==> src/rtl/uart_pkg.sv <==
package uart_pkg;

    localparam int DIV_W  = 8;
    localparam int FRAC_W = 6;

    typedef enum logic [2:0] {
        S_IDLE,
        S_START,
        S_DATA,
        S_PARITY,
        S_STOP
    } ser_state_t;

    typedef struct packed {
        logic       fifo_off;
        logic       par_stick;
        logic       par_odd;
        logic       par_en;
        logic       two_stop;
        logic [1:0] len;
    } frame_cfg_t;

    function automatic logic [7:0] len_mask(input logic [1:0] len);
        return 8'hFF >> (2'd3 - len);
    endfunction

    function automatic logic parity_of(input logic [7:0] d, input frame_cfg_t c);
        logic [7:0] m;
        m = d & len_mask(c.len);
        if (c.par_stick) return c.par_odd;
        return (^m) ^ c.par_odd;
    endfunction

endpackage

==> src/rtl/uart_baud.sv <==
module uart_baud
    import uart_pkg::*;
(
    input  logic              clk,
    input  logic              rst_n,
    input  logic [DIV_W-1:0]  div_int_i,
    input  logic [FRAC_W-1:0] div_frac_i,
    output logic              tick_o
);
    logic [DIV_W-1:0]  cnt;
    logic [FRAC_W-1:0] acc;
    logic [FRAC_W:0]   acc_sum;
    logic [DIV_W-1:0]  base;

    always_comb begin
        acc_sum = {1'b0, acc} + {1'b0, div_frac_i};
        base    = (div_int_i == '0) ? DIV_W'(1) : div_int_i;
    end

    always_ff @(posedge clk or negedge rst_n) begin
        if (!rst_n) begin
            cnt    <= '0;
            acc    <= '0;
            tick_o <= 1'b0;
        end else if (cnt == '0) begin
            tick_o <= 1'b1;
            acc    <= acc_sum[FRAC_W-1:0];
            cnt    <= base - DIV_W'(1) + DIV_W'(acc_sum[FRAC_W]);
        end else begin
            tick_o <= 1'b0;
            cnt    <= cnt - DIV_W'(1);
        end
    end

    // with a divisor of two or more, ticks never come on adjacent clocks
    a_r5_tick_gap: assert property (@(posedge clk) disable iff (!rst_n)
        tick_o && $past(div_int_i) >= 2 |=> !tick_o);

endmodule

==> src/rtl/uart_fifo.sv <==
module uart_fifo #(
    parameter int WIDTH = 8,
    parameter int DEPTH = 8
) (
    input  logic             clk,
    input  logic             rst_n,
    input  logic             single_i,
    input  logic             push_i,
    input  logic [WIDTH-1:0] din_i,
    input  logic             pop_i,
    output logic [WIDTH-1:0] dout_o,
    output logic             empty_o,
    output logic             full_o
);
    localparam int AW = (DEPTH > 1) ? $clog2(DEPTH) : 1;

    logic [WIDTH-1:0] mem [DEPTH];
    logic [AW-1:0]    wp, rp;
    logic [AW:0]      count;
    logic             do_push, do_pop;

    always_comb begin
        empty_o = (count == '0);
        full_o  = single_i ? (count != '0) : (count >= (AW+1)'(DEPTH));
        do_push = push_i && !full_o;
        do_pop  = pop_i && !empty_o;
        dout_o  = mem[rp];
    end

    always_ff @(posedge clk) begin
        if (do_push) mem[wp] <= din_i;
    end

    always_ff @(posedge clk or negedge rst_n) begin
        if (!rst_n) begin
            wp    <= '0;
            rp    <= '0;
            count <= '0;
        end else begin
            if (do_push) wp <= (wp == AW'(DEPTH-1)) ? '0 : wp + AW'(1);
            if (do_pop)  rp <= (rp == AW'(DEPTH-1)) ? '0 : rp + AW'(1);
            count <= count + (AW+1)'(do_push) - (AW+1)'(do_pop);
        end
    end

    // a push into a full store without a pop leaves the occupancy unchanged
    a_r7_no_overflow: assert property (@(posedge clk) disable iff (!rst_n)
        push_i && full_o && !pop_i |=> count == $past(count));

endmodule

==> src/rtl/uart_tx.sv <==
module uart_tx
    import uart_pkg::*;
(
    input  logic       clk,
    input  logic       rst_n,
    input  logic       tick_i,
    input  frame_cfg_t cfg_i,
    input  logic       avail_i,
    input  logic [7:0] din_i,
    output logic       pop_o,
    output logic       txd_o,
    output logic       busy_o
);
    ser_state_t state, nstate;
    logic [3:0] tcnt;
    logic [2:0] bitn;
    logic [7:0] shreg;
    logic       par_q;
    logic       stop_idx;
    logic       bit_end;
    logic [2:0] last_bit;

    always_comb begin
        bit_end  = tick_i && (tcnt == 4'd15);
        last_bit = {1'b0, cfg_i.len} + 3'd4;
    end

    always_comb begin
        nstate = state;
        unique case (state)
            S_IDLE:   if (tick_i && avail_i) nstate = S_START;
            S_START:  if (bit_end) nstate = S_DATA;
            S_DATA:   if (bit_end && bitn == last_bit)
                          nstate = cfg_i.par_en ? S_PARITY : S_STOP;
            S_PARITY: if (bit_end) nstate = S_STOP;
            S_STOP:   if (bit_end && (stop_idx == cfg_i.two_stop)) nstate = S_IDLE;
            default:  nstate = S_IDLE;
        endcase
    end

    always_ff @(posedge clk or negedge rst_n) begin
        if (!rst_n) state <= S_IDLE;
        else        state <= nstate;
    end

    always_ff @(posedge clk or negedge rst_n) begin
        if (!rst_n) begin
            tcnt     <= '0;
            bitn     <= '0;
            shreg    <= '0;
            par_q    <= 1'b0;
            stop_idx <= 1'b0;
        end else if (state == S_IDLE) begin
            if (pop_o) begin
                shreg    <= din_i;
                par_q    <= parity_of(din_i, cfg_i);
                tcnt     <= '0;
                bitn     <= '0;
                stop_idx <= 1'b0;
            end
        end else if (tick_i) begin
            tcnt <= tcnt + 4'd1;
            if (bit_end && state == S_DATA) begin
                shreg <= shreg >> 1;
                bitn  <= bitn + 3'd1;
            end
            if (bit_end && state == S_STOP) stop_idx <= 1'b1;
        end
    end

    always_comb begin
        pop_o  = (state == S_IDLE) && tick_i && avail_i;
        busy_o = (state != S_IDLE);
        unique case (state)
            S_START:  txd_o = 1'b0;
            S_DATA:   txd_o = shreg[0];
            S_PARITY: txd_o = par_q;
            default:  txd_o = 1'b1;
        endcase
    end

    // a frame only begins on a clock that carried a baud tick
    a_r5_start_on_tick: assert property (@(posedge clk) disable iff (!rst_n)
        $rose(busy_o) |-> $past(tick_i));

    // the line is driven low for the clock right after a frame begins
    a_r2_start_low: assert property (@(posedge clk) disable iff (!rst_n)
        $rose(busy_o) |-> !txd_o);

endmodule

==> src/rtl/uart_rx.sv <==
module uart_rx
    import uart_pkg::*;
(
    input  logic       clk,
    input  logic       rst_n,
    input  logic       tick_i,
    input  frame_cfg_t cfg_i,
    input  logic       rxd_i,
    output logic       push_o,
    output logic [7:0] data_o,
    output logic       perr_o,
    output logic       ferr_o
);
    ser_state_t state, nstate;
    logic       s1, s2;
    logic [3:0] tcnt;
    logic [2:0] bitn;
    logic [7:0] shreg;
    logic       perr_q;
    logic       bit_end;
    logic [2:0] last_bit;
    logic [7:0] aligned;

    always_comb begin
        bit_end  = tick_i && (tcnt == 4'd15);
        last_bit = {1'b0, cfg_i.len} + 3'd4;
        aligned  = shreg >> (2'd3 - cfg_i.len);
    end

    always_ff @(posedge clk or negedge rst_n) begin
        if (!rst_n) begin
            s1 <= 1'b1;
            s2 <= 1'b1;
        end else begin
            s1 <= rxd_i;
            s2 <= s1;
        end
    end

    always_comb begin
        nstate = state;
        unique case (state)
            S_IDLE:   if (tick_i && !s2) nstate = S_START;
            S_START:  if (tick_i && tcnt == 4'd7) nstate = s2 ? S_IDLE : S_DATA;
            S_DATA:   if (bit_end && bitn == last_bit)
                          nstate = cfg_i.par_en ? S_PARITY : S_STOP;
            S_PARITY: if (bit_end) nstate = S_STOP;
            S_STOP:   if (bit_end) nstate = S_IDLE;
            default:  nstate = S_IDLE;
        endcase
    end

    always_ff @(posedge clk or negedge rst_n) begin
        if (!rst_n) state <= S_IDLE;
        else        state <= nstate;
    end

    always_ff @(posedge clk or negedge rst_n) begin
        if (!rst_n) begin
            tcnt   <= '0;
            bitn   <= '0;
            shreg  <= '0;
            perr_q <= 1'b0;
        end else if (tick_i) begin
            unique case (state)
                S_IDLE: begin
                    tcnt   <= '0;
                    bitn   <= '0;
                    perr_q <= 1'b0;
                end
                S_START: tcnt <= (tcnt == 4'd7) ? 4'd0 : tcnt + 4'd1;
                S_DATA: begin
                    tcnt <= tcnt + 4'd1;
                    if (bit_end) begin
                        shreg <= {s2, shreg[7:1]};
                        bitn  <= bitn + 3'd1;
                    end
                end
                S_PARITY: begin
                    tcnt <= tcnt + 4'd1;
                    if (bit_end) perr_q <= (s2 != parity_of(aligned, cfg_i));
                end
                default: tcnt <= tcnt + 4'd1;
            endcase
        end
    end

    always_comb begin
        push_o = (state == S_STOP) && bit_end;
        data_o = aligned & len_mask(cfg_i.len);
        perr_o = perr_q;
        ferr_o = !s2;
    end

    // a start bit found high at its mid-point sends the receiver back to idle
    a_r6_false_start: assert property (@(posedge clk) disable iff (!rst_n)
        state == S_START && tick_i && tcnt == 4'd7 && s2 |=> state == S_IDLE && !push_o);

endmodule

==> src/rtl/uart_core.sv <==
module uart_core
    import uart_pkg::*;
#(
    parameter int FIFO_DEPTH = 8
) (
    input  logic       clk,
    input  logic       rst_n,
    input  logic       reg_wr,
    input  logic       reg_rd,
    input  logic [2:0] reg_addr,
    input  logic [7:0] reg_wdata,
    output logic [7:0] reg_rdata,
    output logic       txd_o,
    input  logic       rxd_i
);
    localparam logic [2:0] A_DATA = 3'd0;
    localparam logic [2:0] A_CTRL = 3'd1;
    localparam logic [2:0] A_DIVI = 3'd2;
    localparam logic [2:0] A_DIVF = 3'd3;
    localparam logic [2:0] A_STAT = 3'd4;

    logic [6:0]        ctrl_q;
    logic [DIV_W-1:0]  divi_q;
    logic [FRAC_W-1:0] divf_q;
    logic              perr_q, ferr_q, ovr_q;
    frame_cfg_t        cfg;
    logic              tick;

    logic       txf_push, txf_pop, txf_empty, txf_full;
    logic [7:0] txf_dout;
    logic       tx_busy;

    logic       rx_push, rx_perr, rx_ferr;
    logic [7:0] rx_data;
    logic       rxf_pop, rxf_empty, rxf_full;
    logic [7:0] rxf_dout;
    logic       clr_wr;

    always_comb begin
        cfg      = frame_cfg_t'(ctrl_q);
        txf_push = reg_wr && reg_addr == A_DATA;
        rxf_pop  = reg_rd && reg_addr == A_DATA;
        clr_wr   = reg_wr && reg_addr == A_STAT;
    end

    always_ff @(posedge clk or negedge rst_n) begin
        if (!rst_n) begin
            ctrl_q <= 7'h03;
            divi_q <= DIV_W'(1);
            divf_q <= '0;
            perr_q <= 1'b0;
            ferr_q <= 1'b0;
            ovr_q  <= 1'b0;
        end else begin
            if (reg_wr && reg_addr == A_CTRL) ctrl_q <= reg_wdata[6:0];
            if (reg_wr && reg_addr == A_DIVI) divi_q <= reg_wdata[DIV_W-1:0];
            if (reg_wr && reg_addr == A_DIVF) divf_q <= reg_wdata[FRAC_W-1:0];
            perr_q <= (perr_q && !(clr_wr && reg_wdata[2])) || (rx_push && rx_perr);
            ferr_q <= (ferr_q && !(clr_wr && reg_wdata[3])) || (rx_push && rx_ferr);
            ovr_q  <= (ovr_q  && !(clr_wr && reg_wdata[4])) || (rx_push && rxf_full);
        end
    end

    always_comb begin
        unique case (reg_addr)
            A_DATA:  reg_rdata = rxf_dout;
            A_CTRL:  reg_rdata = {1'b0, ctrl_q};
            A_DIVI:  reg_rdata = 8'(divi_q);
            A_DIVF:  reg_rdata = 8'(divf_q);
            A_STAT:  reg_rdata = {2'b00, tx_busy || !txf_empty, ovr_q, ferr_q, perr_q,
                                  txf_full, rxf_empty};
            default: reg_rdata = 8'h00;
        endcase
    end

    uart_baud i_baud (
        .clk        (clk),
        .rst_n      (rst_n),
        .div_int_i  (divi_q),
        .div_frac_i (divf_q),
        .tick_o     (tick)
    );

    uart_fifo #(.WIDTH(8), .DEPTH(FIFO_DEPTH)) i_txq (
        .clk      (clk),
        .rst_n    (rst_n),
        .single_i (cfg.fifo_off),
        .push_i   (txf_push),
        .din_i    (reg_wdata),
        .pop_i    (txf_pop),
        .dout_o   (txf_dout),
        .empty_o  (txf_empty),
        .full_o   (txf_full)
    );

    uart_tx i_tx (
        .clk     (clk),
        .rst_n   (rst_n),
        .tick_i  (tick),
        .cfg_i   (cfg),
        .avail_i (!txf_empty),
        .din_i   (txf_dout),
        .pop_o   (txf_pop),
        .txd_o   (txd_o),
        .busy_o  (tx_busy)
    );

    uart_rx i_rx (
        .clk    (clk),
        .rst_n  (rst_n),
        .tick_i (tick),
        .cfg_i  (cfg),
        .rxd_i  (rxd_i),
        .push_o (rx_push),
        .data_o (rx_data),
        .perr_o (rx_perr),
        .ferr_o (rx_ferr)
    );

    uart_fifo #(.WIDTH(8), .DEPTH(FIFO_DEPTH)) i_rxq (
        .clk      (clk),
        .rst_n    (rst_n),
        .single_i (cfg.fifo_off),
        .push_i   (rx_push),
        .din_i    (rx_data),
        .pop_i    (rxf_pop),
        .dout_o   (rxf_dout),
        .empty_o  (rxf_empty),
        .full_o   (rxf_full)
    );

    // a character delivered into a full receive store raises the overrun flag
    a_r8_overrun_flag: assert property (@(posedge clk) disable iff (!rst_n)
        rx_push && rxf_full |=> ovr_q);

    // a delivered character whose stop bit was low raises the framing flag
    a_r3_frame_flag: assert property (@(posedge clk) disable iff (!rst_n)
        rx_push && rx_ferr |=> ferr_q);

    // the overrun push leaves the stored character at the head unchanged
    a_r8_keep_head: assert property (@(posedge clk) disable iff (!rst_n)
        rx_push && rxf_full && !rxf_pop |=> $stable(rxf_dout));

endmodule

==> config.mk <==
export PLATFORM = sky130hd
export DESIGN_NAME = uart_core
export DESIGN_NICKNAME = d
export VERILOG_FILES = /design/src/rtl/uart_pkg.sv /design/src/rtl/uart_baud.sv /design/src/rtl/uart_fifo.sv /design/src/rtl/uart_tx.sv /design/src/rtl/uart_rx.sv /design/src/rtl/uart_core.sv
export SDC_FILE = /design/constraint.sdc
export NUM_CORES = 1
export LEC_CHECK = 0
export ABC_AREA = 1
export BUFFER_PORTS_ARGS = -buffer_cell sky130_fd_sc_hd__clkbuf_2
export CORE_ASPECT_RATIO = 0.9
export CORE_MARGIN = 2
export CORE_UTILIZATION = 40
export CTS_BUF_LIST = sky130_fd_sc_hd__clkbuf_4
export DETAILED_ROUTE_END_ITERATION = 7
export PLACE_DENSITY = 0.63
export SLEW_MARGIN = 20
export SYNTH_ARGS = -nofsm -noshare
export SYNTH_HDL_FRONTEND = slang
export SYNTH_SLANG_ARGS = --single-unit
==> constraint.sdc <==
create_clock -name clk -period 2.95 [get_ports clk]
set_input_delay 0.4425 -clock clk [delete_from_list [all_inputs] [get_ports clk]]
set_output_delay 0.4425 -clock clk [all_outputs]
set_load 0.02 [all_outputs]
==> results of run 1 <==
==> cell families after synthesis <==
logic type	Yosys count	synth area share
AO/OA/AOI/OAI	182	0.0996
XOR/XNOR	28	0.0228
adder cells (fa/ha/maj)	37	0.0437
buffers and inverters	200	0.0700
flip-flops	228	0.572
multiplexers	16	0.0148
AND/OR/NAND/NOR	470	0.177
==> cell usage in the layout (no fill, tap or decap), types with 4 or more instances in the layout <==
| master | instances |
|---|---|
| inv_2 | 14 |
| nor3_1 | 23 |
| a21oi_1 | 32 |
| nand4_1 | 4 |
| o21ai_1 | 4 |
| a22oi_1 | 4 |
| o21ai_0 | 81 |
| nand2_1 | 268 |
| o22ai_1 | 12 |
| mux2i_1 | 12 |
| xnor2_1 | 12 |
| xor2_1 | 15 |
| clkinv_1 | 18 |
| clkbuf_2 | 23 |
| clkbuf_4 | 87 |
| o221ai_1 | 13 |
| edfxtp_1 | 128 |
| ha_1 | 34 |
| o21ai_2 | 7 |
| inv_1 | 150 |
| nor2_1 | 71 |
| o211ai_1 | 7 |
| dfstp_2 | 5 |
| buf_4 | 31 |
| nand3_1 | 91 |
| dfrtp_1 | 94 |
| o32ai_1 | 5 |
==> area by class of cell <==
type / count / area, um^2 / share of cell area
diodes: 1 / 2.50 / 0.000199
clock buffers: 87 / 653 / 0.0521
repair buffers: 58 / 399 / 0.0318
inverters: 167 / 627 / 0.0500
flip-flops and latches: 228 / 6350 / 0.506
clock inverters: 20 / 87.6 / 0.00698
multi-input cells: 733 / 3980 / 0.317
well taps: 354 / 443 / 0.0353
==> metal layers <==
metal	part of all wire	global-route usage
met5	0	0
met1	0.46	0.268
met4	0.022	0.0636
met3	0.064	0.0372
met2	0.45	0.285
==> where the power goes <==
part           internal [mW]  switching (mW)  leakage, nW
registers               3.69           0.315         2.40
clock network           1.35            1.31        0.440
logic                  0.754            1.19         2.71
==> through the flow <==
step	std cells	worst slack [ns]
CTS	1647	0.0242
detailed placement	1538	0.462
global placement	1538	0.516
global route	1648	0.00910
finish	1648	0.124
floorplan	1161	0.576
==> what timing repair did <==
item                                    CTS  global route
pin swaps                                 0             0
endpoints found under the setup margin    7             5
endpoints found under the hold margin    43             0
hold buffers                              2             0
resized for setup                         1             3
==> how the worst max path moves through the flow <==
| stage | startpoint | end | slack (ns) | cells past startpoint |
|---|---|---|---|---|
| after global placement | reg_addr[0] | i_rxq.count[2] | 0.52 | 11 |
| after global routing | i_rxq.rp[0] | reg_rdata[2] | 0.009 | 6 |
| final | i_rxq.rp[0] | reg_rdata[1] | 0.12 | 6 |
| after floorplan | i_tx.state[0] | i_txq.count[2] | 0.58 | 12 |
| after detailed placement | reg_addr[0] | i_rxq.count[2] | 0.46 | 11 |
| after CTS | i_rxq.rp[0] | reg_rdata[1] | 0.02 | 7 |
==> state kept, by name (all words and copies together), names as in the netlist, 6 cells and up <==
name,count
i_rxq.mem,64
cfg,7
i_baud.acc,6
i_rx.shreg,8
i_baud.cnt,8
i_tx.shreg,8
i_txq.mem,64
divf_q,6
divi_q,8
==> worst reg2reg max path, cell delays in order (launching register included) <==
cell and delay, ns:
dfrtp_1 0.39, ha_1 0.18, nand2_1 0.09, nor3_2 0.17, inv_2 0.09, nor2_1 0.37, nand2_1 0.16, inv_1 0.17
nand2_1 0.18, nor3_1 0.21, buf_4 0.22
==> impl_metrics.tcl, run 1 <==
set metrics [dict create \
    yosysWarningCount 0 \
    holdWs_ns 0.0471 \
    cts_tree "built" \
    rows 57 \
    drc 0 \
    yosysTopAreaCell "edfxtp_1" \
    endpoint_kind "output port" \
    syn_area_per_cell_um2 9.57 \
    cp_top_family "compound AO/OA/AOI/OAI gates" \
    drive_above_1_share 0.148 \
    cts.sinks 228 \
    power_mw 8.61 \
    outcome "completed" \
    hold_viol 0 \
    final_util 0.462 \
    fin_setup_tns_ns 0 \
    area_growth_pct 13.0 \
    regToRegSetupSlack_ns 0.40 \
    clk_pin_slew_worst_paths_ns 0.07 \
    synthTopCellsByCount "nand2_1 (268), inv_1 (151), edfxtp_1 (128)" \
    fin_crit_sh 0.958 \
    crit_required_ns 2.51 \
    place.gp.congestion 0.883 \
    syn-cell-area_um2 11100 \
    synth_cells 1161 \
    crit_slowest_cell "dfrtp_1" \
    grt_pass1_vias 8124 \
    layout.nets 1301 \
    cts_htree_levels 2 \
    ys_top_cells_by_area "edfxtp_1 (35%), dfrtp_1 (21%), nand2_1 (9.1%)" \
    place_area_um2 11800 \
    vias_per_cell 5.07 \
    vias 8361 \
    synth_most_common_cell "nand2_1" \
    ir_drop_mv 0.430 \
    cts_root_buf "clkbuf_4" \
    drtIter0Drc 660 \
    cp_cell_sequence "buf_6 > mux2i_1 > o221ai_1 > o211ai_1 > o2111ai_1 > clkbuf_2" \
    finalCriticalPeriod_ns 2.83 \
    die_h_um 162 \
    min_from "reg_wdata[6]" \
    r2r-end "i_rxq.mem[3][6]" \
    drt_pass1_iterations 7 \
    ant_nets 0 \
    initial_utilization 0.409 \
    critPathKind "flip-flop to output port" \
    setup_viol 0 \
    synth.net_count 1214 \
    antenna_found_initial 1 \
    power_density_nw_per_um2 687 \
    ys.flop_type "edfxtp_1" \
    cts_made_buffers 60 \
    yosys.cell_types.count 51 \
    hold_class "primary input to flip-flop" \
    async_flop_share 0.439 \
    arrival_ns 2.38 \
    reg2reg_from "i_rx.tcnt[0]" \
    clock.fmax_mhz 354 \
    core-area_um2 27200 \
    clockBufferDepth 3 \
    insertion_delay_ns 0.70 \
    seq_area_frac_synth 0.572 \
    slew_headroom 0.591 \
    hpwl_mm 18.2 \
    r2r_cells 10 \
    hold-path-endpoint "i_txq.mem[2][6]" \
    grt_setup_unrepaired "no" \
    synth-edff-count 128 \
    die_w_um 180 \
    grt_pass1_wl_mm 43.1 \
    start_kind "flip-flop" \
    drv_cap 0 \
    synth_top_area_frac 0.346 \
    drt_wl_total_mm 26.9 \
    path_buf_inv 2 \
    drt-wirelength-per-cell_um 16.3 \
    worstMarginPinSlew_ns 0.613 \
    min_path_cells 1 \
    design_area_um2 12500 \
    port_buffers 24 \
    synth-seq-cells 228 \
    cpPeakStageDelay_ns 0.40 \
    drv_slew 0 \
    fin_skew_ns 0.0502 \
    grt_max_degree 57 \
    grt-ovfl-total 0 \
    p_leak_nw 5.55 \
    postCtsSetupRepairBufs 0 \
    fillCellCount 2517 \
    cp_max_fo 24 \
    pin_count 25 \
    dieArea_um2 29100 \
    grt_usage 0.187 \
]
Note: power is estimated with default switching activity, not from simulation.
==> inputs of run 2 (changes only) <==
--- a/config.mk
+++ b/config.mk
@@ -12,7 +12,7 @@
 export CORE_UTILIZATION = 40
 export CTS_BUF_LIST = sky130_fd_sc_hd__clkbuf_4
 export DETAILED_ROUTE_END_ITERATION = 7
-export PLACE_DENSITY = 0.63
+export PLACE_DENSITY = 0.57
 export SLEW_MARGIN = 20
 export SYNTH_ARGS = -nofsm -noshare
 export SYNTH_HDL_FRONTEND = slang
==> run 2 against run 1 <==
Net effect: non-clock buffer count grew 2; clock skew grew 0.017 ns; maximum frequency increased by 1.5%; sequential power is essentially flat; wire length is essentially flat; via count grew 1.2%; first-iteration DRC count grew 20%; critical path type unchanged; largest cell class unchanged; largest power group unchanged.
==> impl_metrics.tcl, run 2 (same netlist as run 1, synthesis figures left out) <==
set metrics [dict create \
    outcome "completed" \
    clk_pin_slew_worst_paths_ns 0.07 \
    cp-endpoint "reg_rdata[1]" \
    grt_usage 0.190 \
    drv_slew 0 \
    regToRegSetupSlack_ns 0.30 \
    hold_class "primary input to flip-flop" \
    r2r-end "i_rxq.mem[1][7]" \
    grt_max_degree 49 \
    hold_viol 0 \
    layout.nets 1310 \
    drc 0 \
    reg_top3 "i_rxq.mem: 64 flops, i_txq.mem: 64 flops" \
    insertion_delay_ns 0.67 \
    die_w_um 180 \
    reg2reg_from "i_baud.tick_o" \
    cts_tree "built" \
    critPathKind "flip-flop to output port" \
    dp_slack_ns 0.416 \
    cts.sinks 228 \
    area_growth_pct 14.2 \
    grt_pass1_vias 8097 \
    clock.fmax_mhz 359 \
    slew_headroom 0.535 \
    cts_root_buf "clkbuf_4" \
    place.gp.congestion 0.853 \
    drive_above_1_share 0.158 \
    setup_viol 0 \
    fin_skew_ns 0.0669 \
    seq_area_um2 6350 \
    final_common_cell "nand2_1" \
    design_area_um2 12700 \
    drv_cap 0 \
    drt-wirelength-per-cell_um 16.2 \
    core-area_um2 27200 \
    fin_ws_ns 0.165 \
    vias_per_cell 5.09 \
    vias 8458 \
    grt-ovfl-total 0 \
    fillCellCount 2576 \
    holdWs_ns 0.106 \
    crit_required_ns 2.51 \
    hpwl_mm 18.4 \
    drtIter0Drc 793 \
    dieArea_um2 29100 \
    initial_utilization 0.409 \
    drt_pass1_iterations 5 \
    fin_setup_tns_ns 0 \
    rows 57 \
    cts_htree_levels 3 \
    ir_drop_mv 0.400 \
    multi_input_area_um2 3980 \
    antenna_found_initial 1 \
    endpoint_kind "output port" \
    most-common-layout-cells "nand2_1 (268), inv_1 (150), edfxtp_1 (128)" \
    clockBufferDepth 3 \
    p_leak_nw 5.63 \
    cp_max_fo 23 \
    port_buffers 24 \
    pin_count 25 \
    grt_pass1_wl_mm 43.5 \
    cts_made_buffers 67 \
    drt_wl_total_mm 26.9 \
    grt_setup_unrepaired "no" \
    fin_crit_sh 0.944 \
    ant_nets 0 \
    arrival_ns 2.34 \
    finalCriticalPeriod_ns 2.78 \
    power_density_nw_per_um2 709 \
    start_kind "flip-flop" \
    r2r_cells 9 \
    die_h_um 162 \
    power_mw 9.00 \
    worstMarginPinSlew_ns 0.697 \
    cp-startpoint "i_rxq.rp[0]" \
    place_area_um2 11800 \
]
==> run 2: worst min-delay path by stage <==
stage / slack, ns / to / from / cells after the start
finish: 0.11 / i_txq.mem[6][5] / reg_wdata[5] / 1
global route: 0.09 / i_txq.mem[1][0] / reg_wdata[0] / 1
CTS: 0.06 / i_txq.mem[6][5] / reg_wdata[5] / 1
detailed placement: 0.35 / i_rx.s2 / i_rx.s1 / 0
global placement: 0.35 / i_rx.s2 / i_rx.s1 / 0
floorplan: 0.15 / cfg[2] / rst_n / 0
==> run 2: cell type report <==
cell class / instances / share of cell area
flip-flops and latches: 228 / 0.501
multi-input cells: 733 / 0.313
clock buffers: 99 / 0.0586
inverters: 167 / 0.0494
well taps: 354 / 0.0349
repair buffers: 60 / 0.0329
clock inverters: 21 / 0.00947
diodes: 1 / 0.000197
==> run 2: metal layers <==
layer  track usage  part of all wire  vias to the layer above
met3        0.0392             0.061                       51
li1              -                 -                     4136
met2         0.288              0.44                      229
met5             0                 0                        -
met1         0.269              0.48                     4042
met4        0.0706             0.022                        0
==> run 2: through the flow <==
stage | utilization | cells
2_1_floorplan | - | 1161
3_3_place_gp | 0.434 | 1540
3_5_place_dp | 0.434 | 1540
4_1_cts | 0.467 | 1662
5_1_grt | 0.467 | 1663
6_report | 0.467 | 1663
==> run 2: report_power, final <==
| part | total [mW] | switching, mW | leakage, nW | internal (mW) |
|---|---|---|---|---|
| Combinational | 1.97 | 1.21 | 2.73 | 0.760 |
| Clock | 3.04 | 1.40 | 0.510 | 1.63 |
| Sequential | 4.00 | 0.302 | 2.40 | 3.69 |
| Total | 9.00 | 2.91 | 5.63 | 6.09 |
==> run 2: worst max-delay path, cell delays in order, from the launching register on <==
cell	delay, ns
dfrtp_2	0.48
buf_8	0.25
mux2i_1	0.23
o221ai_1	0.15
o211ai_1	0.16
o2111ai_1	0.21
clkbuf_2	0.21
==> run 2: timing repair <==
action	4_1_cts	5_1_grt
gates cloned	0	0
hold buffers	2	0
setup endpoints to repair	5	7
resized for setup	2	4
endpoints found under the hold margin	25	0
setup buffers	0	0
==> inputs of run 3 (changes only) <==
--- a/config.mk
+++ b/config.mk
@@ -5,7 +5,6 @@
 export SDC_FILE = /design/constraint.sdc
 export NUM_CORES = 1
 export LEC_CHECK = 0
-export ABC_AREA = 1
 export BUFFER_PORTS_ARGS = -buffer_cell sky130_fd_sc_hd__clkbuf_2
 export CORE_ASPECT_RATIO = 0.9
 export CORE_MARGIN = 2
==> run 3 against run 2 <==
Net effect: the flow now finishes with violations (setup timing); final area down 3.2%; die area down 4.1%; worst hold slack worse by 0.0068 ns; synthesized cell count down 33%; first-iteration DRC count down 31%; register-to-register slack worse by 0.11 ns; flip-flop and latch count unchanged; sequential power about the same; critical endpoint unchanged; highest routed layer unchanged.
==> impl_metrics.tcl, run 3 <==
set metrics [dict create \
    vias_per_cell 5.31 \
    grt_usage 0.178 \
    fillCellCount 2307 \
    synth.net_count 832 \
    synth_cells 779 \
    synthTopCellsByCount "edfxtp_1 (128), dfrtp_1 (95), nand2_1 (64)" \
    critPathKind "flip-flop to output port" \
    hold_viol 0 \
    die_w_um 176 \
    cts.sinks 228 \
    clockBufferDepth 3 \
    initial_utilization 0.407 \
    rows 56 \
    syn-cell-area_um2 10600 \
    slew_headroom 0.399 \
    insertion_delay_ns 0.71 \
    grt_pass1_wl_mm 38.0 \
    endpoint_kind "output port" \
    synth_most_common_cell "edfxtp_1" \
    power_density_nw_per_um2 679 \
    pin_count 25 \
    dieArea_um2 27900 \
    fin_skew_ns 0.0582 \
    synth-edff-count 128 \
    yosysWarningCount 0 \
    cp_max_fo 8 \
    dp_slack_ns 0.217 \
    async_flop_share 0.439 \
    clock.fmax_mhz 325 \
    layout.nets 924 \
    drt_wl_total_mm 24.2 \
    core-area_um2 26100 \
    drv_slew 0 \
    final_cells 1275 \
    fin_ws_ns -0.122 \
    drtIter0Drc 550 \
    dp_cells 1149 \
    drive_above_1_share 0.284 \
    grt_use_met2 0.291 \
    area_growth_pct 15.4 \
    worstMarginPinSlew_ns 0.892 \
    start_kind "flip-flop" \
    p_leak_nw 4.85 \
    reg_top3 "i_rxq.mem: 64 flops, i_txq.mem: 64 flops" \
    violations "setup timing" \
    place.gp.congestion 0.812 \
    clk_pin_slew_worst_paths_ns 0.08 \
    cts_made_buffers 61 \
    drt-wirelength-per-cell_um 19.0 \
    top_usage_layer "met2" \
    cp_top_family "multiplexers" \
    syn_area_per_cell_um2 13.7 \
    ys_top_cells_by_area "edfxtp_1 (36%), dfrtp_1 (22%), mux4_2 (6.8%)" \
    holdWs_ns 0.0992 \
    finalCriticalPeriod_ns 3.07 \
    synth-seq-cells 228 \
    final_common_cell "edfxtp_1" \
    arrival_ns 2.63 \
    most-common-layout-cells "edfxtp_1 (128), clkbuf_4 (99), dfrtp_1 (94)" \
    ys.flop_type "edfxtp_1" \
    drt_pass1_iterations 5 \
    cpPeakStageDelay_ns 0.51 \
    cp_cell_sequence "buf_4 > buf_8 > mux4_2 > mux2i_2 > o221ai_1 > clkbuf_2" \
    drv_cap 0 \
    drc 0 \
    seq_area_frac_synth 0.597 \
    ir_drop_mv 0.249 \
    cts_htree_levels 2 \
    hpwl_mm 16.4 \
    crit_required_ns 2.51 \
    fin_crit_sh 1.04 \
    antenna_found_initial 1 \
    path_buf_inv 3 \
    port_buffers 24 \
    grt_setup_unrepaired "yes" \
    synth_top_area_frac 0.361 \
    final_util 0.470 \
    grt_pass1_vias 6977 \
    setup_viol 8 \
    grt_max_degree 53 \
    cts_root_buf "clkbuf_4" \
    hold_class "primary input to flip-flop" \
    grt-ovfl-total 0 \
    vias 6775 \
    yosysTopAreaCell "edfxtp_1" \
    ant_nets 0 \
    cts_tree "built" \
    use_met1 0.241 \
    die_h_um 159 \
    fin_setup_tns_ns -0.660 \
    yosys.cell_types.count 59 \
    crit_slowest_cell "mux4_2" \
    outcome "finished, violations left" \
    use_met3 0.0358 \
]
run 3: cell types whose count changed after synthesis, moves of 14 or more:
cell,before,now
nand2_1,268,64
inv_1,151,30
nand3_1,91,19
o21ai_0,81,36
mux2_2,2,38
nor2_1,71,37
mux4_2,0,32
clkbuf_1,18,32
run 3: area by class of cell:
class,instances,area [um^2],share of cell area
multi-input cells,478,4030,0.328
clock buffers,99,743,0.0605
well taps,348,435,0.0355
repair buffers,71,522,0.0425
clock inverters,16,68.8,0.00561
diodes,4,10.0,0.000815
flip-flops and latches,228,6350,0.518
inverters,31,116,0.00948
run 3: per-layer routing:
metal,part of all wire,up-vias
met2,0.47,192
met4,0.021,0
li1,-,3146
met1,0.45,3390
met3,0.055,47
met5,0,-
run 3: report_power, final:
| group | switching (mW) | internal, mW |
|---|---|---|
| sequential | 0.328 | 3.65 |
| clock | 1.31 | 1.52 |
| combinational | 0.789 | 0.731 |
run 3: worst paths after layout:
kind	startpoint	endpoint	slack (ns)	depth (start not counted)
max	i_rxq.rp[0]	reg_rdata[1]	-0.12	6
min	reg_wdata[6]	i_txq.mem[3][6]	0.1	1
max reg2reg	i_txq.rp[0]	i_tx.par_q	0.19	8
min reg2reg	i_rx.s1	i_rx.s2	0.36	0
max in group asynchronous	rst_n	i_rx.s2	1.73	3
min in group asynchronous	rst_n	i_tx.shreg[1]	0.34	2
run 3: worst reg2reg max path: stages, from the launching register on:
cell	delay [ns]
dfrtp_1	0.46
buf_4	0.22
mux4_2	0.52
mux2i_2	0.27
o21ai_0	0.16
a32oi_1	0.37
a21oi_1	0.11
a2111oi_0	0.41
nand2_1	0.12
run 3: cells by family (layout without fill, tap and decap cells):
logic type                 count (synthesis)  after routing  share of synthesized area
buffers and inverters                     73            217                     0.0278
muxes                                     94             94                      0.137
xor gates and xnor gates                  37             37                     0.0332
other                                      0              4                          0
and+or+nand+nor                          193            193                     0.0900
DFF                                      228            228                      0.597
AOI/OAI and AO/OA                        117            117                     0.0691
adders and majority gates                 37             37                     0.0456
run 3: per-stage QoR:
stage	area, um^2	power, mW
floorplan	10600	5.02
global placement	11300	5.38
detailed placement	11300	5.49
CTS	12200	8.43
global route	12300	8.83
finish	12300	8.33
run 3: repair_timing:
item / 4_1_cts / 5_1_grt
gates resized for setup: 6 / 10
pin swaps: 0 / 1
hold buffers: 2 / 0
setup endpoints to repair: 8 / 9
hold endpoints to repair: 51 / 0
buffers inserted: 4 / 1
